[config.mk]
export PLATFORM = sky130hd
export DESIGN_NAME = irq_fiq_ctrl
export DESIGN_NICKNAME = d
export VERILOG_FILES = /design/src/rtl/irq_ctrl_pkg.sv /design/src/rtl/irq_src_sync.sv /design/src/rtl/irq_mask_pair.sv /design/src/rtl/irq_level_core.sv /design/src/rtl/irq_fiq_ctrl.sv
export SDC_FILE = /design/constraint.sdc
export NUM_CORES = 1
export LEC_CHECK = 0
export ABC_AREA = 0
export CORE_AREA = 2 2 141 143
export CTS_CLUSTER_DIAMETER = 200
export DETAILED_ROUTE_END_ITERATION = 7
export DIE_AREA = 0 0 143 145
export DONT_BUFFER_PORTS = 1
export PLACE_DENSITY = 0.48
export SETUP_SLACK_MARGIN = 0.1
export SLEW_MARGIN = 30
export SYNTH_ARGS = -nofsm -noshare
export SYNTH_HDL_FRONTEND = slang
export SYNTH_SLANG_ARGS = --single-unit
[constraint.sdc]
create_clock -name clk -period 1.4 [get_ports clk]
set_input_delay 0.14 -clock clk [delete_from_list [all_inputs] [get_ports clk]]
set_output_delay 0.14 -clock clk [all_outputs]
set_load 0.02 [all_outputs]
[src/rtl/irq_ctrl_pkg.sv]
package irq_ctrl_pkg;
  localparam int DATA_W = 32;
  localparam int ADDR_W = 4;

  localparam logic [ADDR_W-1:0] A_NRM_RAW = 4'd0;
  localparam logic [ADDR_W-1:0] A_NRM_ENA = 4'd1;
  localparam logic [ADDR_W-1:0] A_NRM_DIS = 4'd2;
  localparam logic [ADDR_W-1:0] A_NRM_ACT = 4'd3;
  localparam logic [ADDR_W-1:0] A_FST_RAW = 4'd4;
  localparam logic [ADDR_W-1:0] A_FST_ENA = 4'd5;
  localparam logic [ADDR_W-1:0] A_FST_DIS = 4'd6;
  localparam logic [ADDR_W-1:0] A_FST_ACT = 4'd7;
  localparam logic [ADDR_W-1:0] A_SWINT   = 4'd8;

  localparam int SW_NRM_BIT = 1;
  localparam int SW_FST_BIT = 2;
endpackage

[src/rtl/irq_src_sync.sv]
module irq_src_sync #(
  parameter int W = 8
) (
  input  logic         clk,
  input  logic         rst_n,
  input  logic [W-1:0] d_i,
  output logic [W-1:0] q_o
);
  logic [W-1:0] meta_q;
  logic [W-1:0] stab_q;

  always_ff @(posedge clk) begin
    if (!rst_n) begin
      meta_q <= '0;
      stab_q <= '0;
    end else begin
      meta_q <= d_i;
      stab_q <= meta_q;
    end
  end

  assign q_o = stab_q;
endmodule

[src/rtl/irq_mask_pair.sv]
module irq_mask_pair #(
  parameter int W = 32
) (
  input  logic         clk,
  input  logic         rst_n,
  input  logic [W-1:0] nrm_set_i,
  input  logic [W-1:0] nrm_clr_i,
  input  logic [W-1:0] fst_set_i,
  input  logic [W-1:0] fst_clr_i,
  output logic [W-1:0] nrm_en_o,
  output logic [W-1:0] fst_en_o
);
  logic [W-1:0] nrm_q, fst_q;
  logic [W-1:0] nrm_d, fst_d;
  logic [W-1:0] nrm_win;

  always_comb begin
    nrm_win = nrm_set_i & ~fst_set_i;
    nrm_d   = (nrm_q | nrm_set_i) & ~nrm_clr_i & ~fst_set_i;
    fst_d   = (fst_q | fst_set_i) & ~fst_clr_i & ~nrm_win;
  end

  always_ff @(posedge clk) begin
    if (!rst_n) begin
      nrm_q <= '0;
      fst_q <= '0;
    end else begin
      nrm_q <= nrm_d;
      fst_q <= fst_d;
    end
  end

  assign nrm_en_o = nrm_q;
  assign fst_en_o = fst_q;

  assert_en_exclusive_R6: assert property (@(posedge clk) disable iff (!rst_n)
    (nrm_q & fst_q) == '0);

  assert_clr_takes_R5: assert property (@(posedge clk) disable iff (!rst_n)
    (nrm_clr_i != '0) |=> ((nrm_q & $past(nrm_clr_i)) == '0));

  assert_fast_wins_R6: assert property (@(posedge clk) disable iff (!rst_n)
    ((fst_set_i != '0) && (fst_clr_i == '0)) |=> ((fst_q & $past(fst_set_i)) == $past(fst_set_i)));
endmodule

[src/rtl/irq_level_core.sv]
module irq_level_core #(
  parameter int W = 32
) (
  input  logic         clk,
  input  logic         rst_n,
  input  logic [W-1:2] ext_i,
  input  logic         swi_i,
  input  logic         fb_i,
  input  logic [W-1:0] en_i,
  output logic [W-1:0] raw_o,
  output logic [W-1:0] act_o,
  output logic         hi_req_o
);
  logic [W-1:1] raw_hi;
  logic [W-1:1] act_hi;

  for (genvar b = 1; b < W; b++) begin : g_bit
    if (b == 1) begin : g_soft
      assign raw_hi[b] = swi_i;
      assign act_hi[b] = swi_i;
    end else begin : g_line
      assign raw_hi[b] = ext_i[b];
      assign act_hi[b] = ext_i[b] & en_i[b];
    end
  end

  assign hi_req_o = |act_hi;
  assign raw_o    = {raw_hi, fb_i};
  assign act_o    = {act_hi, fb_i & en_i[0]};

  assert_act_subset_R2: assert property (@(posedge clk) disable iff (!rst_n)
    (act_o & ~raw_o) == '0);

  assert_soft_nonmask_R7: assert property (@(posedge clk) disable iff (!rst_n)
    swi_i |-> act_o[1]);
endmodule

[src/rtl/irq_fiq_ctrl.sv]
module irq_fiq_ctrl
  import irq_ctrl_pkg::*;
#(
  parameter int NSRC = 32
) (
  input  logic              clk,
  input  logic              rst_n,
  input  logic [NSRC-1:2]   src_i,
  input  logic              reg_we,
  input  logic              reg_re,
  input  logic [ADDR_W-1:0] reg_addr,
  input  logic [DATA_W-1:0] reg_wdata,
  output logic [DATA_W-1:0] reg_rdata,
  output logic              irq_o,
  output logic              fiq_o
);
  localparam int W = NSRC;

  logic [W-1:2] sync_q;
  logic [W-1:0] wmask;
  logic [W-1:0] n_set, n_clr, f_set, f_clr;
  logic [W-1:0] n_en, f_en;
  logic [W-1:0] n_raw, n_act, f_raw, f_act;
  logic         n_hi, f_hi;
  logic [2:1]   swi_q;
  logic         irq_q, fiq_q;
  logic [DATA_W-1:0] rd_mux, rd_q;

  irq_src_sync #(.W(W-2)) u_sync (
    .clk(clk), .rst_n(rst_n), .d_i(src_i), .q_o(sync_q)
  );

  assign wmask = reg_wdata[W-1:0];

  always_comb begin
    n_set = '0; n_clr = '0; f_set = '0; f_clr = '0;
    if (reg_we) begin
      unique case (reg_addr)
        A_NRM_ENA: n_set = wmask;
        A_NRM_DIS: n_clr = wmask;
        A_FST_ENA: f_set = wmask;
        A_FST_DIS: f_clr = wmask;
        default: ;
      endcase
    end
  end

  irq_mask_pair #(.W(W)) u_masks (
    .clk(clk), .rst_n(rst_n),
    .nrm_set_i(n_set), .nrm_clr_i(n_clr),
    .fst_set_i(f_set), .fst_clr_i(f_clr),
    .nrm_en_o(n_en), .fst_en_o(f_en)
  );

  always_ff @(posedge clk) begin
    if (!rst_n) swi_q <= '0;
    else if (reg_we && reg_addr == A_SWINT)
      swi_q <= {reg_wdata[SW_FST_BIT], reg_wdata[SW_NRM_BIT]};
  end

  irq_level_core #(.W(W)) u_fast (
    .clk(clk), .rst_n(rst_n), .ext_i(sync_q), .swi_i(swi_q[2]),
    .fb_i(f_hi), .en_i(f_en), .raw_o(f_raw), .act_o(f_act), .hi_req_o(f_hi)
  );

  irq_level_core #(.W(W)) u_norm (
    .clk(clk), .rst_n(rst_n), .ext_i(sync_q), .swi_i(swi_q[1]),
    .fb_i(f_hi), .en_i(n_en), .raw_o(n_raw), .act_o(n_act), .hi_req_o(n_hi)
  );

  always_ff @(posedge clk) begin
    if (!rst_n) begin
      irq_q <= 1'b0;
      fiq_q <= 1'b0;
    end else begin
      irq_q <= n_hi | n_act[0];
      fiq_q <= f_hi;
    end
  end

  always_comb begin
    rd_mux = '0;
    unique case (reg_addr)
      A_NRM_RAW: rd_mux[W-1:0] = n_raw;
      A_NRM_ENA: rd_mux[W-1:0] = n_en;
      A_NRM_ACT: rd_mux[W-1:0] = n_act;
      A_FST_RAW: rd_mux[W-1:0] = f_raw;
      A_FST_ENA: rd_mux[W-1:0] = f_en;
      A_FST_ACT: rd_mux[W-1:0] = f_act;
      A_SWINT: begin
        rd_mux[SW_NRM_BIT] = swi_q[1];
        rd_mux[SW_FST_BIT] = swi_q[2];
      end
      default: ;
    endcase
  end

  always_ff @(posedge clk) begin
    if (!rst_n) rd_q <= '0;
    else if (reg_re) rd_q <= rd_mux;
  end

  assign reg_rdata = rd_q;
  assign irq_o     = irq_q;
  assign fiq_o     = fiq_q;

  assert_irq_cause_R3: assert property (@(posedge clk) disable iff (!rst_n)
    $rose(irq_o) |-> $past(n_act != '0));

  assert_fiq_cause_R4: assert property (@(posedge clk) disable iff (!rst_n)
    $rose(fiq_o) |-> $past(f_act[W-1:1] != '0));

  assert_fb_bit0_R4: assert property (@(posedge clk) disable iff (!rst_n)
    n_raw[0] == f_raw[0]);
endmodule

### Yosys cells after proc, flatten, opt, wreduce, memory -nomap -nowiden

Cells that the tools add are included.

* input bits: 70
* bits in registers: 160

* equal/unequal tests: 8
* bitwise gates (word level): 74
* multiplexer cells: 11
* reduce and logical (&&, ||, !) cells: 5

Operators by type and width (count)
* $mux 32: 8
* $and 32x32->32: 5
* $pmux 29 s5: 1
* $not 32->32: 4
* $or 32x32->32: 2
* $and 1x1->1: 62
* $reduce_or 31->1: 2
* $eq 4x3->1 const B: 4
* $pmux 2 s7: 1
* $eq 4x2->1 const B: 2
* $pmux 1 s5: 1
* $eq 4x1->1 const B: 1
* $eq 4x4->1 const B: 1
* $logic_not 4->1: 1
* $reduce_or 2->1: 1
* $logic_and 1x1->1: 1
* $or 1x1->1: 1

### Logic depth before layout (Yosys ltp)

Gate-level depths: netlist of run 1.

* word-level depth: 7
* gate-level depth with buffers: 7

### Cells and area by module

A second synthesis of run 1 with hierarchy kept.

* cell total of the unflattened synthesis: 985
* area, all modules: 8790.9 µm²

Modules (own cells, without submodules)
* irq_fiq_ctrl: area each 3249.4 µm², cells an instance 476, times used 1
* irq_mask_pair: area each 2813.9 µm², cells an instance 231, times used 1
* irq_src_sync: area each 1666.6 µm², cells an instance 126, times used 1
* irq_level_core: area each 530.5 µm², cells an instance 76, times used 2

### Least setup slack after synthesis of run 1

Ideal clock, no wire load.

* path kind: register to register
* start: reg u_masks.fst_q[4] (netlist: u_masks.fst_en_o[4])
* end: reg rd_q[0] (netlist: reg_rdata[0])
* buffers on the path: 0
* data arrival time: 1.278 ns
* data required time: 1.283 ns
* setup time: 0.117 ns
* slack: 0.005 ns
* clock period less this slack: 1.395 ns
* cell stages (with the launch flop): 6
* cells stage by stage: dfxtp_1 a22o_1 a221oi_2 nand4_1 o31a_1 a32o_1

* cells in the longest elaborated chain, start to end: 4
* elaborated cells on any way between the ends: 5
* classes of those cells: 1 x mux; 3 x bitwise; 1 x reduce/logical

Ends and longest elaborated chain
* from (decl): RTL line irq_mask_pair.sv:13 `logic [W-1:0] nrm_q, fst_q;`
* from (signal assigned): RTL line irq_mask_pair.sv:29 `fst_q <= fst_d;`
* $and 1x1->1 (*): RTL line irq_level_core.sv:23 `assign act_hi[b] = ext_i[b] & en_i[b];`
* $reduce_or 31->1 (*): RTL line irq_level_core.sv:27 `assign hi_req_o = |act_hi;`
* $and 1x1->1: RTL line irq_level_core.sv:29 `assign act_o = {act_hi, fb_i & en_i[0]};`
* $pmux 1 s5 (*): RTL line irq_fiq_ctrl.sv:83 `unique case (reg_addr)`
* to (signal assigned): RTL line irq_fiq_ctrl.sv:100 `else if (reg_re) rd_q <= rd_mux;`
* to (decl): RTL line irq_fiq_ctrl.sv:27 `logic [DATA_W-1:0] rd_mux, rd_q;`

Every way passes the cells marked *; elsewhere a longest branch is shown, timed or not.
A chain may end at the register's enable or synchronous reset.

### Final worst setup path of run 1

* start: reg u_sync.stab_q[7] (netlist: u_sync.q_o[7])
* end: reg irq_q (netlist: irq_o)

* cells in the longest elaborated chain, start to end: 4
* elaborated cells on any way between the ends: 6
* classes of those cells: 4 x bitwise; 2 x reduce/logical

Ends and longest elaborated chain
* from (decl): RTL line irq_src_sync.sv:10 `logic [W-1:0] stab_q;`
* from (signal assigned): RTL line irq_src_sync.sv:18 `stab_q <= meta_q;`
* $and 1x1->1: RTL line irq_level_core.sv:23
* $reduce_or 31->1: RTL line irq_level_core.sv:27
* $and 1x1->1: RTL line irq_level_core.sv:29
* $or 1x1->1 (*): RTL line irq_fiq_ctrl.sv:76 `irq_q <= n_hi | n_act[0];`
* to (signal assigned): RTL line irq_fiq_ctrl.sv:76
* to (decl): RTL line irq_fiq_ctrl.sv:26 `logic irq_q, fiq_q;`

Marked as above.

==> results of run 1 <==
## registers in the layout, summed over array words and instances, names as in the netlist
signal	cells
reg_rdata	32
u_masks.fst_en_o	32
u_masks.nrm_en_o	32
u_sync.meta_q	30
u_sync.q_o	30
swi_q	2
fiq_o	1
irq_o	1
## cell usage after synthesis (2+ instances only)
master	number	area [sq um]
and2_1	60	375.4
buf_1	3	11.26
nand2_1	39	146.4
nand3_1	37	185.2
a221oi_1	3	26.28
a21boi_1	15	112.6
a21boi_0	19	142.6
a22oi_1	14	105.1
nor2_1	34	127.6
a31oi_1	34	212.7
a21oi_1	33	165.2
buf_2	21	105.1
a222oi_1	2	20.02
dfxtp_1	160	3203
nand4_1	8	50.05
o21a_1	29	217.7
nor2b_1	30	187.7
nand2b_1	2	12.51
o21ai_1	15	75.07
mux2i_1	31	310.3
a22o_1	7	61.31
o21ai_0	81	405.4
a221oi_2	3	45.04
nand3b_1	3	22.52
clkbuf_1	35	131.4
## layer usage
layer | routed length (um) | up-vias
met2 | 12100 | 310
li1 | - | 3035
met3 | 1709 | 56
met1 | 10480 | 3297
met5 | 0 | -
met4 | 643 | 0
## cells by family (layout without fill, tap and decap cells)
group | after synthesis | in the layout | synth area share
AOI/OAI and AO/OA | 260 | 260 | 0.2468
and+or+nand+nor | 221 | 221 | 0.1809
DFF | 160 | 160 | 0.4845
buffers and inverters | 61 | 281 | 0.03918
muxes | 32 | 32 | 0.04864
## critical path, delay by kind of cell, from the launching register on
| kind | cells | cell delay, ns |
|---|---|---|
| AOI/OAI and AO/OA | 2 | 0.65 |
| and+or+nand+nor | 2 | 0.52 |
| DFF | 1 | 0.36 |
## power breakdown
group | total, mW | switching (mW) | internal, mW
sequential | 4.78 | 0.100 | 4.68
clock | 4.86 | 1.92 | 2.94
combinational | 0.995 | 0.429 | 0.566
total | 10.6 | 2.45 | 8.18
## layout make-up
cell class | count | area (sq um) | area share
inverter | 1 | 7.507 | 0.0007632
timing repair buffer | 249 | 2504 | 0.2545
tap | 265 | 331.6 | 0.03371
multi-input combinational | 513 | 3179 | 0.3232
clock inverter | 9 | 132.6 | 0.01348
clock buffer | 22 | 474.2 | 0.04821
sequential | 160 | 3208 | 0.3261
## worst max path at each step
stage	end	depth (start not counted)	startpoint	slack (ns)
final	irq_o	4	u_sync.q_o[7]	-0.24
after global routing	irq_o	5	u_masks.fst_en_o[4]	-0.28
after CTS	irq_o	4	u_sync.q_o[7]	-0.21
after detailed placement	irq_o	4	u_sync.q_o[7]	-0.21
after global placement	irq_o	4	u_sync.q_o[7]	-0.19
after floorplan	reg_rdata[0]	5	u_masks.fst_en_o[4]	0.005
## what timing repair did
item / CTS / global route
hold buffers: 192 / 3
endpoints found under the setup margin: 3 / 26
endpoints found under the hold margin: 160 / 1
resized for setup: 1 / 38
buffers inserted: 0 / 2
pin swaps: 2 / 2
==> impl_metrics.tcl, run 1 <==
set metrics [dict create \
    status "finished with violations" \
    failed_checks "negative hold slack, negative setup slack" \
    crit_fanout 3 \
    leakage_nw 3.882 \
    end_kind "flop" \
    io_pins 104 \
    critical_path_class "flop to flop" \
    grt_util_met2 0.4022 \
    gp_congestion 0.8199 \
    cts_buffer_depth 2 \
    yosysUniqueCellTypes 41 \
    met1_usage 0.3104 \
    ant_nets 0 \
    pre_cts_ws_ns -0.2146 \
    reg2reg_slack_ns -0.24 \
    ys_ff_latch 160 \
    synth_ff_type "dfxtp_1" \
    vdd_drop_max_mv 0.7714 \
    gr-total-overflow 0 \
    finalCritPeriodShare 1.174 \
    dieWidth_um 143 \
    detail_route.wl_per_cell_um 20.45 \
    required_ns 1.72 \
    start_kind "flop" \
    cp.arrival_ns 1.97 \
    grt_pass1_wl_um 38430 \
    die_h_um 145 \
    finalSetupTns_ns -0.4279 \
    rsz0062_at_grt "yes" \
    area_growth_pct 48.79 \
    clock_skew_ns 0.006559 \
    hold_viol_final 1 \
    worst_slack_ns -0.2430 \
    synthCells 734 \
    grtUsageMet3 0.04389 \
    drive_gt1_frac 0.1111 \
    min_from "reg_wdata[16]" \
    r2r_start "u_sync.q_o[7]" \
    dp_hpwl_um 14110 \
    drt_pre_antenna_iters 5 \
    final_cell_area_sq_um 9837 \
    synthArstFlopShare 0 \
    cts.htree.levels 4 \
    drtIter0Drc 592 \
    critPathSlowestCell "a222oi_1" \
    finalPower_mw 10.64 \
    post-route-drc-count 0 \
    synth_edf_count 0 \
    cts_tree "built" \
    maxSlewHeadroom 0.6818 \
    path_clk_slew_ns 0.06 \
    filler_cell_count 1757 \
    final_nets 1012 \
    die-area_sq_um 20740 \
    holdPathStages 3 \
    layout_commonest_cell "dlygate4sd3_1" \
    clock_latency_ns 0.43 \
    ys_seq_area_frac 0.4845 \
    synth_warnings 0 \
    syn-mean-instance-area_sq_um 9.007 \
    fin_cells 1219 \
    rr_endpoint "irq_o" \
    start_util 0.3442 \
    finalCriticalPeriod_ns 1.643 \
    maxSlewViolCount 0 \
    diodes 0 \
    tightest_slew_ns 0.4773 \
    dpl_cell_area_sq_um 7154 \
    numCtsBuffers 17 \
    cts-root-buf "clkbuf_16" \
    clock-sinks 160 \
    layout_common_cells "174 x dlygate4sd3_1, 156 x dfxtp_1, 70 x o21ai_0" \
    groute.usage.overall 0.2428 \
    hold_ws_ns -0.03289 \
    grt_pass1_vias 6682 \
    drv_cap 0 \
    synth_area_sq_um 6611 \
    wl_um 24930 \
    slowest_delay_ns 0.47 \
    power.density_nw_per_um2 1081 \
    fmax_mhz 608.7 \
    hold_end "u_masks.fst_en_o[16]" \
    path_cells "a222oi_1, nand4_1, or3_1, a22o_1" \
    syn-num-nets 804 \
    rr_worst_depth 4 \
    avgViaCountPerCell 5.495 \
    post-route-util 0.5121 \
    dp.cells 992 \
    hold_class "primary input to flop" \
    rows 51 \
    vias 6698 \
    top_usage_layer "met2" \
    port_buffers 0 \
    setup_viol 2 \
    grt_max_degree 100 \
    antenna_found_initial 0 \
    core_sq_um 19210 \
]
No activity file was read; power rests on OpenSTA's default activity.
==> run 2: changes to the inputs <==
Settings changed: ABC_AREA 0 to unset, PLACE_DENSITY 0.48 to 0.46.
Clock period 1.4 ns to 1.57 ns, I/O delays scaled along.
==> run 2 against run 1 <==
  * The flow now stops in clock tree synthesis (4_1_cts)
  * Synthesized cell count unchanged
  * Area after synthesis stayed put
==> impl_metrics.tcl, run 2 <==
set metrics [dict create \
    synth_area_sq_um 6611 \
    gp_congestion 0.8654 \
    clock-sinks 160 \
    lastStage "clock tree synthesis (4_1_cts)" \
    status "did not finish" \
    syn-mean-instance-area_sq_um 9.007 \
    cts_resized 3 \
    synth_most_common_cell "dfxtp_1" \
    ys_ff_latch 160 \
    die_h_um 145 \
    dp.cells 960 \
    io_pins 104 \
    synth_ff_type "dfxtp_1" \
    synth_fa_ha_area_frac 0 \
    synthXorXnorAreaFrac 0 \
    synthCells 734 \
    cts.htree.levels 4 \
    syn-num-nets 804 \
    synthSimpleGateAreaFrac 0.1809 \
    synth_compound_area_frac 0.2468 \
    synth_top_area_cell "dfxtp_1" \
    ys_seq_area_frac 0.4845 \
    synthMuxAreaShare 0.04864 \
    dp_hpwl_um 13770 \
    synth_edf_count 0 \
    rows 51 \
    synthArstFlopShare 0 \
    cts_buffer_depth 2 \
    numCtsBuffers 17 \
    dieWidth_um 143 \
    ys_top_cells_by_count "160 x dfxtp_1, 81 x o21ai_0, 60 x and2_1" \
    synth_area_leaders "dfxtp_1 48%, o21ai_0 6.1%, and2_1 5.7%, mux2i_1 4.7%, o21a_1 3.3%" \
    port_buffers 0 \
    cts-root-buf "clkbuf_16" \
    yosysTopAreaCellShare 0.4845 \
    synth_top_family_by_area "compound AO/OA/AOI/OAI gates" \
    synth_warnings 0 \
    error "[ERROR RSZ-0060] Max buffer count reached." \
    yosysUniqueCellTypes 41 \
    start_util 0.3442 \
    post_cts_buffers 0 \
    hold_buffers 199 \
]
## run 2: cell counts after synthesis
Identical to the previous run, type by type.
## run 2: stage by stage
stage                     setup TNS [ns]  instance area, sq um  setup slack (ns)  hold slack (ns)
after detailed placement        -0.06920                  6877          -0.06573           0.2628
after floorplan                        0                  6611            0.1750           0.2843
after global placement          -0.04232                  6877          -0.04232           0.2585
## run 2: cell families after synthesis
logic type,after synthesis
AOI/OAI and AO/OA,260
buffers and inverters,61
DFF,160
muxes,32
and+or+nand+nor,221
==> run 3: changes to the inputs <==
Settings changed: CORE_AREA 2 2 141 143 to 2 2 185 187, CTS_CLUSTER_DIAMETER 200 to unset, DIE_AREA 0 0 143 145 to 0 0 187 189, PLACE_DENSITY 0.46 to unset, PLACE_DENSITY_LB_ADDON set to 0.15, SETUP_SLACK_MARGIN 0.1 to unset.
==> run 3 against run 2 <==
  * The flow now finishes, with violations (negative setup slack)
==> impl_metrics.tcl, run 3 (same netlist as run 1, synthesis figures left out) <==
set metrics [dict create \
    seqCellArea_sq_um 3221 \
    final_nets 964 \
    drtIter0Drc 325 \
    drt_pre_antenna_iters 6 \
    grt_pass1_wl_um 40100 \
    post-route-util 0.2893 \
    status "finished with violations" \
    grt_max_degree 101 \
    multi_input_area_sq_um 3212 \
    drive_gt1_frac 0.1213 \
    grt_pass1_vias 6036 \
    wl_um 26950 \
    cts_tree "built" \
    gp_congestion 0.7812 \
    layout_common_cells "154 x dlygate4sd3_1, 148 x dfxtp_1, 76 x o21ai_0" \
    rsz0062_at_grt "yes" \
    filler_cell_count 3567 \
    hold_ws_ns 0.02156 \
    hold_class "primary input to flop" \
    failed_checks "negative setup slack" \
    die_h_um 189 \
    finalCritPeriodShare 1.045 \
    hold_viol_final 0 \
    start_util 0.1987 \
    pwr-share-seq 0.444 \
    port_buffers 0 \
    numCtsBuffers 17 \
    start_kind "flop" \
    power.density_nw_per_um2 996.9 \
    critPathSlowestCell "dfxtp_2" \
    dp.cells 1169 \
    layout_commonest_cell "dlygate4sd3_1" \
    slowest_delay_ns 0.32 \
    path_cells "a22o_1, a221oi_2, nand4_1, o31a_1, a32o_1" \
    cts-root-buf "clkbuf_16" \
    post-route-drc-count 0 \
    vdd_drop_max_mv 0.8079 \
    fin_cells 1357 \
    tightest_slew_ns 0.4071 \
    dieWidth_um 187 \
    antenna_found_initial 5 \
    required_ns 1.90 \
    end_kind "flop" \
    io_pins 104 \
    final_cell_area_sq_um 9628 \
    fmax_mhz 609.6 \
    core_sq_um 33280 \
    dp_hpwl_um 17170 \
    gr-total-overflow 0 \
    pre_cts_ws_ns -0.1322 \
    clock-sinks 160 \
    maxSlewViolCount 0 \
    p_switching_mw 2.304 \
    sw_frac_of_total 0.2401 \
    dpl_cell_area_sq_um 7326 \
    p_comb_frac 0.082 \
    maxSlewHeadroom 0.7286 \
    setup_viol 2 \
    vias 6059 \
    leakage_nw 3.525 \
    cp.arrival_ns 1.97 \
    crit_fanout 3 \
    die-area_sq_um 35340 \
    drv_cap 0 \
    groute.usage.overall 0.1547 \
    cts_buffer_depth 2 \
    detail_route.wl_per_cell_um 19.86 \
    finalCriticalPeriod_ns 1.640 \
    path_clk_slew_ns 0.06 \
    clockPowerShare 0.474 \
    cts.htree.levels 4 \
    avgViaCountPerCell 4.465 \
    worst_slack_ns -0.07047 \
    rows 67 \
    clock_latency_ns 0.44 \
    critical_path_class "flop to flop" \
    area_growth_pct 45.63 \
    ant_nets 0 \
    internal-power_mw 7.294 \
    clock_skew_ns 0.008077 \
]
run 3: path summary, 6_finish.rpt:
kind | from | to | slack, ns | cells past startpoint
worst min register to register | u_sync.meta_q[22] | u_sync.q_o[22] | 0.44 | 1
worst max-delay path | u_masks.fst_en_o[4] | reg_rdata[0] | -0.07 | 5
worst min-delay path | reg_wdata[17] | u_masks.fst_en_o[17] | 0.02 | 3
worst max register to register | u_masks.fst_en_o[4] | reg_rdata[0] | -0.07 | 5
run 3: area by class of cell:
| cell class | instances | share of cell area |
|---|---|---|
| inverters | 1 | 0.0003899 |
| repair buffers | 201 | 0.2074 |
| well taps | 448 | 0.05822 |
| flip-flops and latches | 160 | 0.3345 |
| diodes | 2 | 0.0005198 |
| clock inverters | 13 | 0.01936 |
| multi-input cells | 513 | 0.3336 |
| clock buffers | 19 | 0.04600 |
run 3: per-layer routing:
metal	wire, um	GRT usage
met5	13	0
met2	12470	0.2496
met1	12500	0.2026
met3	1621	0.04041
met4	339	0.04579
run 3: metrics by stage:
stage | total power, mW | setup TNS, ns
6_report | 9.599 | -0.1241
5_1_grt | 10.01 | -0.2679
2_1_floorplan | 4.703 | 0
3_5_place_dp | 4.767 | -0.2267
3_3_place_gp | 4.767 | -0.1908
4_1_cts | 9.747 | -0.1792
run 3: power groups by stage:
stage                     clock network [mW]  logic [mW]  registers [mW]
after floorplan                            0       0.382            4.32
after global placement                     0       0.413            4.35
after detailed placement                   0       0.411            4.36
after CTS                               4.69       0.792            4.26
after global routing                    4.88       0.860            4.27
final                                   4.55       0.787            4.26
run 3: timing repair:
action / in CTS / in global routing
hold buffers: 157 / 0
resized for setup: 2 / 29
endpoints found under the hold margin: 158 / 0
setup endpoints to repair: 2 / 14
setup buffers: 0 / 1
pin swaps: 1 / 5
run 3: critical path, delay by kind of cell, from the launching register on:
kind,cells,cell delay (ns)
DFF,1,0.32
and+or+nand+nor,1,0.20
AOI/OAI and AO/OA,4,1.02
==> run 4: changes to the inputs <==
Settings changed: CORE_AREA 2 2 185 187 to 10 10 193 195, DIE_AREA 0 0 187 189 to 0 0 203 205.
==> run 4 against run 3 <==
  * The run still ends with negative setup slack left
  * Sequential share of layout area grew 0.070 points
  * Fmax shrank 2.0%
  * Cell count about the same
  * Combinational power grew 3%
  * Via count up 0.15%
  * Sequential power is essentially flat
  * Critical path depth unchanged
  * Clock power shrank 4%
  * Core utilization is 0.083 points lower
  * Cell area shrank 0.29%
  * Sequential cell count unchanged
  * Register-to-register slack worse by 0.03 ns
  * Critical endpoint unchanged
  * Highest routed layer unchanged
==> impl_metrics.tcl, run 4 (same netlist as run 1, synthesis figures left out) <==
set metrics [dict create \
    vias 6068 \
    maxSlewViolCount 0 \
    leakage_nw 3.531 \
    die_h_um 205 \
    io_pins 104 \
    finalCriticalPeriod_ns 1.673 \
    grt_max_degree 99 \
    port_buffers 0 \
    critical_path_class "flop to flop" \
    drtIter0Drc 304 \
    finalCritPeriodShare 1.066 \
    avgViaCountPerCell 4.468 \
    drt_pre_antenna_iters 5 \
    start_kind "flop" \
    area_growth_pct 45.21 \
    dp.cells 1168 \
    die-area_sq_um 41620 \
    clock_skew_ns 0.01594 \
    cts.htree.levels 4 \
    gp_congestion 0.7490 \
    internal-power_mw 7.187 \
    status "finished with violations" \
    drive_gt1_frac 0.1170 \
    cts_tree "built" \
    worst_slack_ns -0.1033 \
    end_kind "flop" \
    start_util 0.1987 \
    groute.usage.overall 0.1358 \
    tightest_slew_ns 0.4423 \
    maxSlewHeadroom 0.7052 \
    power.density_nw_per_um2 982.3 \
    hold_class "primary input to flop" \
    fin_cells 1358 \
    cts_buffer_depth 2 \
    sw_frac_of_total 0.2379 \
    rsz0062_at_grt "yes" \
    detail_route.wl_per_cell_um 20.85 \
    filler_cell_count 3563 \
    grt_pass1_vias 6162 \
    post-route-drc-count 0 \
    pre_cts_ws_ns -0.1051 \
    crit_fanout 3 \
    layout_common_cells "152 x dfxtp_1, 152 x dlygate4sd3_1, 77 x o21ai_0" \
    cts-root-buf "clkbuf_16" \
    final_nets 963 \
    pwr-share-seq 0.451 \
    grt_pass1_wl_um 41890 \
    numCtsBuffers 17 \
    ant_nets 0 \
    fmax_mhz 597.6 \
    clock-sinks 160 \
    vdd_drop_max_mv 0.7696 \
    clock_latency_ns 0.44 \
    failed_checks "negative setup slack" \
    wl_um 28310 \
    dieWidth_um 203 \
    clockPowerShare 0.463 \
    cp.arrival_ns 2.00 \
    path_clk_slew_ns 0.06 \
    p_switching_mw 2.244 \
    setup_viol 2 \
    antenna_found_initial 9 \
    required_ns 1.90 \
    rows 67 \
    drv_cap 0 \
    core_sq_um 33280 \
    dp_hpwl_um 18150 \
    hold_viol_final 0 \
    p_comb_frac 0.086 \
    gr-total-overflow 0 \
]
[run 4: stage by stage]
stage               utilization  hold WS (ns)  power [mW]  TNS (ns)  instance area, sq um
global route             0.2885       0.01746       9.815   -0.2557                  9600
global placement         0.2203        0.2582       4.772   -0.1841                  7331
CTS                      0.2869     0.0003662       9.582   -0.1994                  9547
floorplan                     -        0.2843       4.703         0                  6611
detailed placement       0.2203        0.2596       4.773   -0.1957                  7331
finish                   0.2885       0.02207       9.431   -0.1666                  9600
[run 4: layout make-up]
type,count,area [sq um],area share
flip-flops and latches,160,3218,0.3352
multi-input cells,513,3199,0.3332
repair buffers,200,1997,0.2080
well taps,448,560.5,0.05839
clock buffers,24,511.7,0.05330
clock inverters,8,100.1,0.01043
diodes,4,10.01,0.001043
inverters,1,3.754,0.0003910
[run 4: layer usage]
metal  GRT usage  up-vias  share of wire
li1            -     2945              -
met1      0.1804     2976           0.48
met2      0.2174      126           0.46
met3     0.02922       17          0.041
met4     0.03784        4          0.010
met5           0        -        0.00095
[run 4: final timing paths]
path	slack, ns	endpoint	cells after the start	start
max	-0.10	reg_rdata[0]	5	u_masks.fst_en_o[5]
min	0.02	u_masks.fst_en_o[16]	3	reg_wdata[16]
max reg2reg	-0.10	reg_rdata[0]	5	u_masks.fst_en_o[5]
min reg2reg	0.43	u_sync.q_o[28]	1	u_sync.meta_q[28]
[run 4: power by group through the flow]
stage | Sequential, mW | Combinational [mW] | Clock (mW)
floorplan | 4.32 | 0.382 | 0
CTS | 4.26 | 0.809 | 4.51
finish | 4.26 | 0.807 | 4.37
global route | 4.27 | 0.880 | 4.67
detailed placement | 4.35 | 0.418 | 0
global placement | 4.35 | 0.419 | 0
[run 4: what timing repair did]
action,CTS,global route
hold endpoints to repair,158,2
pin swaps,1,6
endpoints found under the setup margin,2,11
hold buffers,155,2
gates resized for setup,2,23
setup buffers,0,1
[run 4: critical path: stages, from the launching register on]
cell and delay (ns):
dfxtp_2 0.32, a22o_1 0.23, a221oi_2 0.24, nand4_1 0.21, o31a_1 0.32, a32o_1 0.25
